**src/rtl/spi_mf_pkg.sv**
```systemverilog
`timescale 1ns/1ps
package spi_mf_pkg;
  localparam int DW   = 16;  // register and maximum word width
  localparam int LW   = 4;   // bits of the length field
  localparam int DIVW = 4;   // bits of the half-period field

  localparam logic [1:0] A_CTRL = 2'd0;
  localparam logic [1:0] A_TX   = 2'd1;
  localparam logic [1:0] A_RX   = 2'd2;
  localparam logic [1:0] A_STAT = 2'd3;

  typedef struct packed {
    logic [DIVW-1:0] div;
    logic [LW-1:0]   len_m1;
    logic [1:0]      rsvd;
    logic            rx_ie;
    logic            flt_en;
    logic            err_ie;
    logic            lsb_first;
    logic            master;
    logic            enable;
  } ctrl_t;

  // position in the word of the bit travelling at step cnt
  function automatic logic [LW-1:0] bit_idx(input logic lsbf,
                                            input logic [LW-1:0] cnt,
                                            input logic [LW-1:0] len_m1);
    return lsbf ? cnt : (len_m1 - cnt);
  endfunction
endpackage

```
**src/rtl/spi_mf_sync.sv**
```systemverilog
`timescale 1ns/1ps
module spi_mf_sync #(
  parameter int N = 3,
  parameter int STAGES = 2,
  parameter logic [N-1:0] RST_VAL = '0
) (
  input  logic         clk,
  input  logic         rst_n,
  input  logic [N-1:0] d,
  output logic [N-1:0] q
);
  logic [N-1:0] stg [STAGES];

  for (genvar s = 0; s < STAGES; s++) begin : g_stage
    always_ff @(posedge clk or negedge rst_n) begin
      if (!rst_n) stg[s] <= RST_VAL;
      else if (s == 0) stg[s] <= d;
      else stg[s] <= stg[(s == 0) ? 0 : s-1];
    end
  end

  assign q = stg[STAGES-1];
endmodule

```
**src/rtl/spi_mf_engine.sv**
```systemverilog
`timescale 1ns/1ps
module spi_mf_engine
  import spi_mf_pkg::*;
(
  input  logic          clk,
  input  logic          rst_n,
  input  ctrl_t         ctrl,
  input  logic          start_i,
  input  logic [DW-1:0] start_word_i,
  input  logic [DW-1:0] tx_word_i,
  input  logic          sclk_s,
  input  logic          ss_n_s,
  input  logic          mosi_s,
  input  logic          miso_i,
  output logic          sclk_o,
  output logic          mosi_o,
  output logic          ss_n_o,
  output logic          miso_o,
  output logic          busy_o,
  output logic          done_o,
  output logic [DW-1:0] done_data_o,
  output logic          fault_o
);
  logic            busy_q, sclk_q, sclk_d, ss_d, mid_q, wrap_q;
  logic [LW-1:0]   cnt_q;
  logic [DIVW-1:0] div_q;
  logic [DW-1:0]   tx_sh_q, acc_q, acc_nx;
  logic [LW-1:0]   idx;
  logic            m_mode, s_mode, tick, s_rise, s_fall, last;
  logic            m_fault, s_fault, m_done, s_done, smp;
  logic            unused_ctrl;

  assign unused_ctrl = ^{ctrl.rsvd, ctrl.err_ie, ctrl.rx_ie};

  assign m_mode  = ctrl.enable & ctrl.master;
  assign s_mode  = ctrl.enable & ~ctrl.master;
  assign idx     = bit_idx(ctrl.lsb_first, cnt_q, ctrl.len_m1);
  assign tick    = (div_q == ctrl.div);
  assign s_rise  = sclk_s & ~sclk_d;
  assign s_fall  = ~sclk_s & sclk_d;
  assign last    = (cnt_q == ctrl.len_m1);
  assign smp     = ctrl.master ? miso_i : mosi_s;
  assign acc_nx  = acc_q | (DW'(smp) << idx);

  assign m_fault = m_mode & ctrl.flt_en & ~ss_n_s;
  assign s_fault = s_mode & ctrl.flt_en & ss_n_s & ~ss_d & mid_q;
  assign fault_o = m_fault | s_fault;

  assign m_done      = m_mode & busy_q & tick & sclk_q & last & ~m_fault;
  assign s_done      = s_mode & ~ss_n_s & s_rise & last;
  assign done_o      = m_done | s_done;
  assign done_data_o = m_done ? acc_q : acc_nx;

  assign sclk_o = sclk_q;
  assign ss_n_o = ~busy_q;
  assign mosi_o = busy_q & tx_sh_q[idx];
  assign miso_o = s_mode & ~ss_n_s & tx_word_i[idx];
  assign busy_o = busy_q | mid_q;

  always_ff @(posedge clk or negedge rst_n) begin
    if (!rst_n) begin
      busy_q <= 1'b0; sclk_q <= 1'b0; sclk_d <= 1'b0; ss_d <= 1'b1;
      mid_q <= 1'b0; wrap_q <= 1'b0; cnt_q <= '0; div_q <= '0;
      tx_sh_q <= '0; acc_q <= '0;
    end else begin
      sclk_d <= sclk_s;
      ss_d   <= ss_n_s;
      if (!ctrl.enable) begin
        busy_q <= 1'b0; sclk_q <= 1'b0; cnt_q <= '0; div_q <= '0;
        mid_q <= 1'b0; wrap_q <= 1'b0; acc_q <= '0;
      end else if (ctrl.master) begin
        mid_q <= 1'b0; wrap_q <= 1'b0;
        if (m_fault) begin
          busy_q <= 1'b0; sclk_q <= 1'b0; div_q <= '0;
        end else if (!busy_q) begin
          div_q <= '0; sclk_q <= 1'b0;
          if (start_i) begin
            busy_q <= 1'b1; cnt_q <= '0; tx_sh_q <= start_word_i; acc_q <= '0;
          end
        end else if (!tick) begin
          div_q <= div_q + 1'b1;
        end else begin
          div_q <= '0;
          if (!sclk_q) begin
            sclk_q <= 1'b1;
            acc_q  <= acc_nx;
          end else begin
            sclk_q <= 1'b0;
            if (last) busy_q <= 1'b0;
            else      cnt_q  <= cnt_q + 1'b1;
          end
        end
      end else begin
        busy_q <= 1'b0; sclk_q <= 1'b0; div_q <= '0;
        if (ss_n_s) begin
          cnt_q <= '0; mid_q <= 1'b0; wrap_q <= 1'b0; acc_q <= '0;
        end else if (s_rise) begin
          if (last) begin
            acc_q <= '0; mid_q <= 1'b0; wrap_q <= 1'b1;
          end else begin
            acc_q <= acc_nx; mid_q <= 1'b1;
          end
        end else if (s_fall) begin
          if (wrap_q) begin
            cnt_q <= '0; wrap_q <= 1'b0;
          end else begin
            cnt_q <= cnt_q + 1'b1;
          end
        end
      end
    end
  end


  abort_chk: assert property (@(posedge clk) disable iff (!rst_n)
    (m_fault && busy_q) |=> (!busy_q && !sclk_q));


  zero_pad_chk: assert property (@(posedge clk) disable iff (!rst_n)
    done_o |-> ((done_data_o >> ({1'b0, ctrl.len_m1} + 5'd1)) == '0));
endmodule

```
**src/rtl/spi_mf_regs.sv**
```systemverilog
`timescale 1ns/1ps
module spi_mf_regs
  import spi_mf_pkg::*;
(
  input  logic          clk,
  input  logic          rst_n,
  input  logic          wr_en,
  input  logic          rd_en,
  input  logic [1:0]    addr,
  input  logic [DW-1:0] wdata,
  output logic [DW-1:0] rdata,
  output ctrl_t         ctrl_o,
  output logic [DW-1:0] tx_word_o,
  output logic          start_o,
  output logic [DW-1:0] start_word_o,
  input  logic          busy_i,
  input  logic          done_i,
  input  logic [DW-1:0] done_data_i,
  input  logic          fault_i,
  output logic          irq_o
);
  ctrl_t         ctrl_q;
  logic [DW-1:0] tx_q, rx_q;
  logic          sprf, ovrf, modf, ovr_arm, mod_arm;
  logic          ctrl_wr, stat_rd, rx_rd;

  assign ctrl_wr      = wr_en & (addr == A_CTRL);
  assign start_o      = wr_en & (addr == A_TX);
  assign stat_rd      = rd_en & (addr == A_STAT);
  assign rx_rd        = rd_en & (addr == A_RX);
  assign start_word_o = wdata;
  assign ctrl_o       = ctrl_q;
  assign tx_word_o    = tx_q;

  always_ff @(posedge clk or negedge rst_n) begin
    if (!rst_n) begin
      ctrl_q <= '0; tx_q <= '0; rx_q <= '0;
      sprf <= 1'b0; ovrf <= 1'b0; modf <= 1'b0;
      ovr_arm <= 1'b0; mod_arm <= 1'b0;
    end else begin
      if (ctrl_wr) begin
        ctrl_q <= ctrl_t'(wdata);
        if (mod_arm) begin modf <= 1'b0; mod_arm <= 1'b0; end
      end
      if (start_o) tx_q <= wdata;
      if (stat_rd) begin
        if (ovrf) ovr_arm <= 1'b1;
        if (modf) mod_arm <= 1'b1;
      end
      if (rx_rd) begin
        sprf <= 1'b0;
        if (ovr_arm) begin ovrf <= 1'b0; ovr_arm <= 1'b0; end
      end
      if (done_i) begin
        if (sprf && !rx_rd) ovrf <= 1'b1;
        else begin rx_q <= done_data_i; sprf <= 1'b1; end
      end
      if (fault_i) modf <= 1'b1;
    end
  end

  always_comb begin
    case (addr)
      A_CTRL:  rdata = ctrl_q;
      A_TX:    rdata = tx_q;
      A_RX:    rdata = rx_q;
      default: rdata = {{(DW-4){1'b0}}, busy_i, modf, ovrf, sprf};
    endcase
  end

  assign irq_o = (sprf & ctrl_q.rx_ie) | (ctrl_q.err_ie & (ovrf | modf));


  sprf_set_chk: assert property (@(posedge clk) disable iff (!rst_n)
    done_i |=> sprf);


  ovr_keep_chk: assert property (@(posedge clk) disable iff (!rst_n)
    (done_i && sprf && !rx_rd) |=> (ovrf && $stable(rx_q)));


  modf_sticky_chk: assert property (@(posedge clk) disable iff (!rst_n)
    (modf && !(ctrl_wr && mod_arm)) |=> modf);
endmodule

```
**src/rtl/spi_mf_ctrl.sv**
```systemverilog
`timescale 1ns/1ps
module spi_mf_ctrl
  import spi_mf_pkg::*;
#(
  parameter int SYNC_STAGES = 2
) (
  input  logic          clk,
  input  logic          rst_n,
  input  logic          wr_en,
  input  logic          rd_en,
  input  logic [1:0]    addr,
  input  logic [DW-1:0] wdata,
  output logic [DW-1:0] rdata,
  output logic          irq,
  output logic          sclk_o,
  output logic          mosi_o,
  output logic          ss_n_o,
  input  logic          miso_i,
  input  logic          sclk_i,
  input  logic          mosi_i,
  input  logic          ss_n_i,
  output logic          miso_o
);
  ctrl_t         ctrl;
  logic [DW-1:0] tx_word, start_word, done_data;
  logic          start, busy, done, fault;
  logic [2:0]    pins_s;

  spi_mf_sync #(.N(3), .STAGES(SYNC_STAGES), .RST_VAL(3'b100)) u_sync (
    .clk(clk), .rst_n(rst_n), .d({ss_n_i, sclk_i, mosi_i}), .q(pins_s));

  spi_mf_regs u_regs (
    .clk(clk), .rst_n(rst_n), .wr_en(wr_en), .rd_en(rd_en), .addr(addr),
    .wdata(wdata), .rdata(rdata), .ctrl_o(ctrl), .tx_word_o(tx_word),
    .start_o(start), .start_word_o(start_word), .busy_i(busy),
    .done_i(done), .done_data_i(done_data), .fault_i(fault), .irq_o(irq));

  spi_mf_engine u_eng (
    .clk(clk), .rst_n(rst_n), .ctrl(ctrl), .start_i(start),
    .start_word_i(start_word), .tx_word_i(tx_word),
    .sclk_s(pins_s[1]), .ss_n_s(pins_s[2]), .mosi_s(pins_s[0]),
    .miso_i(miso_i), .sclk_o(sclk_o), .mosi_o(mosi_o), .ss_n_o(ss_n_o),
    .miso_o(miso_o), .busy_o(busy), .done_o(done), .done_data_o(done_data),
    .fault_o(fault));
endmodule

```
**config.mk**
```make
export PLATFORM = sky130hd
export DESIGN_NAME = spi_mf_ctrl
export DESIGN_NICKNAME = d
export VERILOG_FILES = /design/src/rtl/spi_mf_pkg.sv /design/src/rtl/spi_mf_sync.sv /design/src/rtl/spi_mf_engine.sv /design/src/rtl/spi_mf_regs.sv /design/src/rtl/spi_mf_ctrl.sv
export SDC_FILE = /design/constraint.sdc
export NUM_CORES = 1
export LEC_CHECK = 0
export ABC_AREA = 1
export BUFFER_PORTS_ARGS = -buffer_cell sky130_fd_sc_hd__buf_2
export CORE_MARGIN = 4
export CORE_UTILIZATION = 60
export DETAILED_ROUTE_END_ITERATION = 12
export PLACE_DENSITY_LB_ADDON = 0.15
export SLEW_MARGIN = 20
export SYNTH_ARGS = -nofsm -noshare
export SYNTH_HDL_FRONTEND = slang
export SYNTH_SLANG_ARGS = --single-unit
export TNS_END_PERCENT = 10
```
**constraint.sdc**
```tcl
create_clock -name clk -period 2.5 [get_ports clk]
set_input_delay 0 -clock clk [delete_from_list [all_inputs] [get_ports clk]]
set_output_delay 0 -clock clk [all_outputs]
set_load 0.05 [all_outputs]
```
# == Word-level counts from Yosys, hierarchy flattened ==
# Cells that the tools add are included.
# classes
add_sub_neg,3
order_cmp,1
eq_ne,17
shift,1
mux,76
bitwise,40
n_reduce_logical,11
# op_table
cell,count
$mux 16,11
$mux 4,18
$pmux 16 s3,1
$mux 1,44
$and 1x1->1,26
$ne 4x4->1 const B,5
$or 16x16->16,1
$shl 1x4->16,1
$ne 5x5->1 const B,2
$reduce_and 5->1,2
$add 4x1->4 const B,2
$bmux 1 s4,2
$eq 4x4->1,2
$ne 4x2->1 const B,2
$not 1->1,8
$reduce_and 7->1,1
$reduce_and 2->1,3
$lt 4x5->1 const B,1
$ne 5x2->1 const B,1
$or 1x1->1,5
$eq 2x2->1 const B,2
$ne 4x3->1 const B,1
$reduce_bool 2->1,2
$sub 4x4->4,1
other kinds (5),5
# word_totals
regBits,105
in_bits,26
output_inout_bits,21

# == Depth between registers and ports, before layout ==
# Gate-level depths: netlist of the first run.
# logic_depth
ltp_word,10
mapped_depth,13
depth_no_buf,13

# == Modules after synthesis ==
# A second synthesis of the first run with hierarchy kept.
# hier_totals
cells_unflattened,730
area_unflattened_um2,5954.5
# by_module_without_submodules
module,n_inst,cells_each,area_per_inst_um2,seq_area_each_um2
spi_mf_engine,1,413,3071.7,1152.4
spi_mf_regs,1,308,2707.6,1326.3
spi_mf_sync,1,9,175.2,152.6

# == Worst setup path before layout of the first run ==
# OpenSTA, ideal clock, no wires.
# synth_path
path_kind,register -> output
start,register u_eng.cnt_q[0]
end,output port miso_o
arrival_ps,2505
t_required_ps,2500
setup_slack_ps,-5
path_stages_with_launch,11
path_buffers,1
cell_sequence,dfrtp_1 ha_1 fa_1 o21ai_4 inv_2 buf_2 nand2_1 a21oi_1 o21ai_0 nor2_1 nor2_1
# synth_via
elab_chain_cells,5
# synth_rtl
element,line,rtl
start: declaration,spi_mf_engine.sv:25,logic [LW-1:0] cnt_q;
start signal: assignment,spi_mf_engine.sv:90,else cnt_q <= cnt_q + 1'b1;
start signal: assignment,spi_mf_engine.sv:107,cnt_q <= cnt_q + 1'b1;
$sub 4x4->4,spi_mf_pkg.sv:28,return lsbf ? cnt : (len_m1 - cnt);
$mux 4 (*),spi_mf_pkg.sv:28,
$bmux 1 s4 (*),spi_mf_engine.sv:57,assign miso_o = s_mode & ~ss_n_s & tx_word_i[idx];
$mux 1 (implied by the code) (*),spi_mf_engine.sv:57,
$and 1x1->1 (*),spi_mf_engine.sv:57,
end: declaration,spi_mf_ctrl.sv:22,output logic miso_o
# Mark *: on every way between the ends. The rest lies on a longest branch, timed or not. The select of a mux whose other input is x is not followed.

# == Worst setup path in the final report of the first run ==
# Ends and elaborated chain as after synthesis.

==> results of run 1 <==
## per-layer routing
layer,up-vias,part of all wire,track usage,wire length (um)
met5,-,0,0,0
met4,0,0.027,0.0997,408
met3,34,0.088,0.0565,1340
met2,237,0.45,0.440,6950
met1,2472,0.43,0.411,6610
li1,2442,-,-,-
## worst reg2reg max path, delay by kind of cell, from the launching register on
family          cells  cell delay, ns
fa+ha+maj           2            0.67
simple gates        6            0.63
flops               1            0.43
buf+inv             3            0.35
compound gates      1            0.20
## worst paths after layout
kind / startpoint / endpoint / slack, ns
worst min-delay path: wr_en / u_regs.modf / 0.01
max in group asynchronous: rst_n / u_regs.ctrl_o[4] / 1.57
worst max-delay path: u_eng.cnt_q[0] / miso_o / 0.006
worst max register to register: u_eng.cnt_q[0] / u_regs.rx_q[10] / 0.17
worst min register to register: u_sync.stg[5] / u_sync.q[2] / 0.36
min in group asynchronous: rst_n / u_regs.ctrl_o[13] / 0.21
## timing repair
action / 4_1_cts / 5_1_grt
setup endpoints to repair: 2 / 4
pin swaps: 3 / 6
hold buffers: 21 / 0
resized for setup: 13 / 10
buffers inserted: 3 / 0
endpoints found under the hold margin: 130 / 0
## power by group through the flow
stage | Clock (W) | Combinational [W] | Sequential, W
after global routing | 0.00121 | 0.00172 | 0.00226
after CTS | 0.00114 | 0.00153 | 0.00221
after global placement | 0 | 0.00142 | 0.00224
after detailed placement | 0 | 0.00145 | 0.00225
after floorplan | 0 | 0.00111 | 0.00216
final | 0.00114 | 0.00156 | 0.00222
## state kept, by name, indices dropped and copies added (netlist names), 3 cells and up
| register | cells |
|---|---|
| u_eng.div_q | 4 |
| u_sync.stg | 3 |
| u_eng.acc_q | 16 |
| u_eng.tx_sh_q | 16 |
| u_regs.rx_q | 16 |
| u_sync.q | 3 |
| u_eng.cnt_q | 4 |
| u_regs.tx_word_o | 16 |
| u_regs.ctrl_o | 16 |
## through the flow
step                      hold WS, ns  total power [W]   util  cell area, sq um  setup slack [ns]
final                          0.0147          0.00492  0.718              6380           0.00627
after CTS                      0.0115          0.00488  0.714              6350           -0.0230
after floorplan                -0.296          0.00328      -              5580            0.0280
after global placement          0.105          0.00365  0.660              5870             0.244
after global routing          0.00175          0.00518  0.718              6380           -0.0962
after detailed placement        0.107          0.00369  0.660              5870             0.189
## layout make-up
cell class / instances / area (sq um)
clock buffer: 9 / 124
clock inverter: 7 / 83.8
fill: 745 / 2510
inverter: 90 / 345
multi-input combinational: 505 / 2480
sequential: 105 / 2630
tap: 108 / 135
timing repair buffer: 83 / 587
## cell families (layout without fill, tap and decap cells)
family / after synthesis / in the layout / synth area share
simple gates: 372 / 372 / 0.289
compound gates: 122 / 122 / 0.124
buf+inv: 119 / 189 / 0.0927
flops: 105 / 105 / 0.472
fa+ha+maj: 6 / 6 / 0.0148
xor+xnor: 5 / 5 / 0.00786
## cell usage after synthesis (all sizes together)
| cell type | instances |
|---|---|
| nor2 | 97 |
| clkinv | 7 |
| nand3 | 69 |
| o211ai | 10 |
| nand2 | 202 |
| nand4 | 2 |
| o221ai | 4 |
| xnor2 | 2 |
| ha | 5 |
| xor2 | 3 |
| buf | 17 |
| o21ai | 61 |
| dfrtp | 102 |
| inv | 83 |
| o2111ai | 1 |
| nor4 | 1 |
| a221oi | 2 |
| clkbuf | 12 |
| fa | 1 |
| o31ai | 1 |
| dfstp | 3 |
| a21oi | 43 |
| nor3 | 1 |
==> impl_metrics.csv, run 1 <==
group,metric,value,unit
worst_setup_path,cp.arrival,2.49,ns
floorplan,die_w,104,um
logic_synthesis,seq_area_frac_synth,0.472,
worst_setup_path,cp_top_family,"adder cells",
sta,setup_viol,0,
floorplan,rows,34,
min_path,min_path_cells,4,
cells_and_area,layout_common_cells,"186 x nand2_1, 101 x dfrtp_1, 86 x nor2_1",
logic_synthesis,yosysTopAreaCell,"dfrtp_1",
clock_tree,worstSkewPairLatency,0.38,ns
sta,max_freq,401,MHz
worst_setup_path,path_buf_inv,2,
worst_setup_path,path_depth,10,
sta,post-route-period-util,0.997,
power_and_ir_drop,pwr_density_cell,771,nW/um^2
sta,fin_tns_setup,0,ns
routing,totalWireLength,15300,um
global_route,grt_start_max_net_pins,82,
power_and_ir_drop,clkPwrFrac,0.231,
logic_synthesis,ys_types,37,
routing,num_vias,5185,
logic_synthesis,syn_area,5570,sq um
sta,period_minus_slack,2.49,ns
cells_and_area,diodes,0,
clock_tree,cts_made_buffers,9,
worst_setup_path,worstPathMaxFanout,11,
cells_and_area,final_common_cell,"nand2_1",
global_route,grt_pass1_vias,4878,
floorplan,die-height,104,um
floorplan,ios,47,
power_and_ir_drop,p_int,0.00299,W
floorplan,start_util,0.627,
cells_and_area,drive_above_1_share,0.165,
power_and_ir_drop,p_sw,0.00194,W
cells_and_area,layout.cells.non_filler,907,
floorplan,core-area,8890,sq um
cells_and_area,area_delta_synth_final,14.5,%
global_route,grt.overflow.total,0,
power_and_ir_drop,p_comb_frac,0.318,
power_and_ir_drop,leakagePower,3.13,nW
routing,drtPass1Iterations,5,
clock_tree,cts_buffer_depth,2,
cells_and_area,finalNetCount,826,
logic_synthesis,synth_warnings,0,
routing,drc,0,
placement,io_buffers,46,
placement,dp_hpwl,10500,um
flow_run,drv_cap,0,
min_path,min_path_type,"input pin to flop",
sta,finClkSkew,0.0119,ns
power_and_ir_drop,ir_drop,0.000398,V
routing,ant_nets,0,
worst_setup_path,cp.required,2.50,ns
power_and_ir_drop,p_sw_frac,0.393,
worst_setup_path,rr_worst_depth,12,
floorplan,die-area,10900,sq um
clock_tree,clock_sinks,105,
placement,dp_cells,867,
sta,final_hold_viol_count,0,
logic_synthesis,synth_seq_cells,105,
clock_tree,cts_tree,"done",
worst_setup_path,cp_cell_sequence,"ha_4 > fa_1 > o21ai_4 > inv_4 > o211ai_1 > nand3_1 > nand3_2 > nand2_1 > nor2_2 > buf_6",
logic_synthesis,synth_top_area_frac,0.458,
placement,gp_congestion,0.930,
routing,wl_per_cell,16.9,um
sta,rsz0062_at_grt,"true",
routing,drt_iter0_markers,450,
logic_synthesis,postSynthCellCount,729,
worst_setup_path,worstSetupPathType,"flop to primary output",
global_route,grt_pass1_wl,25000,um
sta,worstMarginPinSlew,0.743,ns
clock_tree,clockRootBuffer,"clkbuf_8",
worst_setup_path,critPathLaunchType,"flop",
global_route,antenna_found_initial,0,
global_route,track_usage,0.288,
logic_synthesis,syn-num-nets,761,
clock_tree,htreeDepth,3,
logic_synthesis,synth_area_per_cell,7.65,sq um
sta,max_slew_margin,0.504,
worst_setup_path,cpPeakStageDelay,0.49,ns
sta,finalMaxSlewViolations,0,
routing,vias_per_cell,5.72,
worst_setup_path,cp-end-kind,"primary output",
worst_setup_path,slowest_stage,"fa_1",
run_status,outcome,"finished, final reports clean",
clock_tree,path_clk_slew,0.11,ns
logic_synthesis,yosys-top-cells-area,"dfrtp_1 46%, nand2_1 13%, nand3_1 6.2%",
power_and_ir_drop,seq_power_share,0.452,
Power figures use the tool's default switching activity.
==> run 2: changes to the inputs <==
Clock period 2.5 ns to 2.4 ns, I/O delays scaled along.
==> impl_metrics.csv, run 2 (synthesis results as in run 1) <==
group,metric,value,unit
worst_setup_path,cp-end-kind,"primary output",
cells_and_area,area_delta_synth_final,14.2,%
floorplan,die-height,104,um
clock_tree,clock_sinks,105,
cells_and_area,layout_common_cells,"186 x nand2_1, 102 x dfrtp_1, 86 x nor2_1",
floorplan,rows,34,
sta,post-route-period-util,1.05,
clock_tree,cts_made_buffers,9,
clock_tree,htreeDepth,3,
sta,period_minus_slack,2.52,ns
global_route,grt_start_max_net_pins,46,
routing,vias_per_cell,5.65,
worst_setup_path,worstSetupPathType,"flop to primary output",
global_route,grt_pass1_vias,4814,
run_status,violations,"setup timing",
min_path,min_path_type,"input pin to flop",
placement,place_area,5910,sq um
floorplan,core-area,8890,sq um
routing,drtPass1Iterations,6,
routing,totalWireLength,14900,um
global_route,antenna_found_initial,0,
global_route,grt.overflow.total,0,
sta,setup_viol,2,
routing,wl_per_cell,16.4,um
clock_tree,cts_tree,"done",
sta,max_slew_margin,0.651,
sta,final_hold_viol_count,0,
clock_tree,cts_buffer_depth,2,
cells_and_area,drive_above_1_share,0.163,
power_and_ir_drop,pwr_density_cell,777,nW/um^2
floorplan,die-area,10900,sq um
worst_setup_path,critPathLaunchType,"flop",
global_route,grt_pass1_wl,24700,um
routing,ant_nets,0,
clock_tree,path_clk_slew,0.10,ns
worst_setup_path,cp_cell_sequence,"inv_2 > ha_2 > fa_1 > o21ai_4 > inv_4 > nand2_1 > a21oi_1 > o21ai_0 > nor2_1 > nor2_2 > buf_6",
placement,io_buffers,46,
sta,max_freq,397,MHz
power_and_ir_drop,leakagePower,3.13,nW
run_status,outcome,"finished, violations left",
cells_and_area,final_cell_area,6360,sq um
floorplan,ios,47,
placement,dp_hpwl,10600,um
flow_run,drv_cap,0,
power_and_ir_drop,ir_drop,0.000617,V
clock_tree,worstSkewPairLatency,0.39,ns
cells_and_area,final_common_cell,"nand2_1",
clock_tree,clockRootBuffer,"clkbuf_8",
worst_setup_path,cp.required,2.40,ns
routing,drt_iter0_markers,425,
sta,rsz0062_at_grt,"true",
cells_and_area,finalNetCount,830,
sta,worstMarginPinSlew,0.523,ns
sta,timing.hold.ws,0.107,ns
floorplan,die_w,104,um
cells_and_area,diodes,0,
sta,finalMaxSlewViolations,0,
placement,gp_congestion,0.935,
sta,finClkSkew,0.0121,ns
sta,fin_ws,-0.117,ns
worst_setup_path,cpPeakStageDelay,0.46,ns
routing,drc,0,
worst_setup_path,cp.arrival,2.52,ns
floorplan,start_util,0.627,
routing,num_vias,5145,
global_route,track_usage,0.287,
worst_setup_path,slowest_stage,"fa_1",
worst_setup_path,worstPathMaxFanout,12,
[run 2: final cells by class]
type / count / area (sq um)
Sequential cell: 105 / 2630
Tap cell: 108 / 135
Inverter: 90 / 343
Timing Repair Buffer: 87 / 632
Fill cell: 729 / 2530
Multi-Input combinational cell: 505 / 2440
Clock inverter: 6 / 51.3
Clock buffer: 10 / 128
[run 2: power by group]
group	switching, W	total [W]	internal, W
Clock	0.000643	0.00104	0.000393
Combinational	0.00108	0.00160	0.000525
Sequential	0.000225	0.00231	0.00208
Total	0.00195	0.00495	0.00300
[run 2: metal layers]
| metal | global-route usage | up-vias | share of wire |
|---|---|---|---|
| li1 | - | 2466 | - |
| met1 | 0.401 | 2426 | 0.43 |
| met2 | 0.442 | 226 | 0.45 |
| met3 | 0.0583 | 27 | 0.084 |
| met4 | 0.110 | 0 | 0.028 |
| met5 | 0 | - | 0 |
[run 2: path summary, 6_finish.rpt]
path                                       start                end  slack, ns  cells after the start
worst min-delay path                     addr[0]     u_regs.mod_arm       0.11                      5
worst max register to register  u_regs.ctrl_o[8]     u_regs.rx_q[1]       0.14                     13
worst min register to register     u_sync.stg[3]        u_sync.q[0]       0.37                      0
min in group asynchronous                  rst_n  u_regs.ctrl_o[14]       0.12                      2
max in group asynchronous                  rst_n        u_sync.q[2]       1.49                      3
worst max-delay path            u_regs.ctrl_o[8]             miso_o      -0.12                     11
[run 2: metrics by stage]
stage                util  power [W]  setup TNS, ns  instances  setup slack, ns
global placement    0.665    0.00381              0        871            0.234
floorplan               -    0.00341        -0.0720        729          -0.0720
CTS                 0.714    0.00494         -0.103        911          -0.0748
global route        0.716    0.00525         -0.467        911           -0.239
detailed placement  0.665    0.00385              0        871            0.214
finish              0.716    0.00495         -0.184        911           -0.117
[run 2: repair_timing]
action,in CTS,in global routing
gates resized for setup,12,3
pin swaps,9,3
endpoints found under the hold margin,90,0
buffers inserted,2,0
hold buffers,22,0
setup endpoints to repair,2,4
[run 2: critical path, delay by kind of cell (launching register included)]
| family | cells | cell delay, ns |
|---|---|---|
| buffers and inverters | 3 | 0.34 |
| DFF | 1 | 0.40 |
| AOI/OAI and AO/OA | 3 | 0.41 |
| and+or+nand+nor | 3 | 0.32 |
| adders and majority gates | 2 | 0.65 |
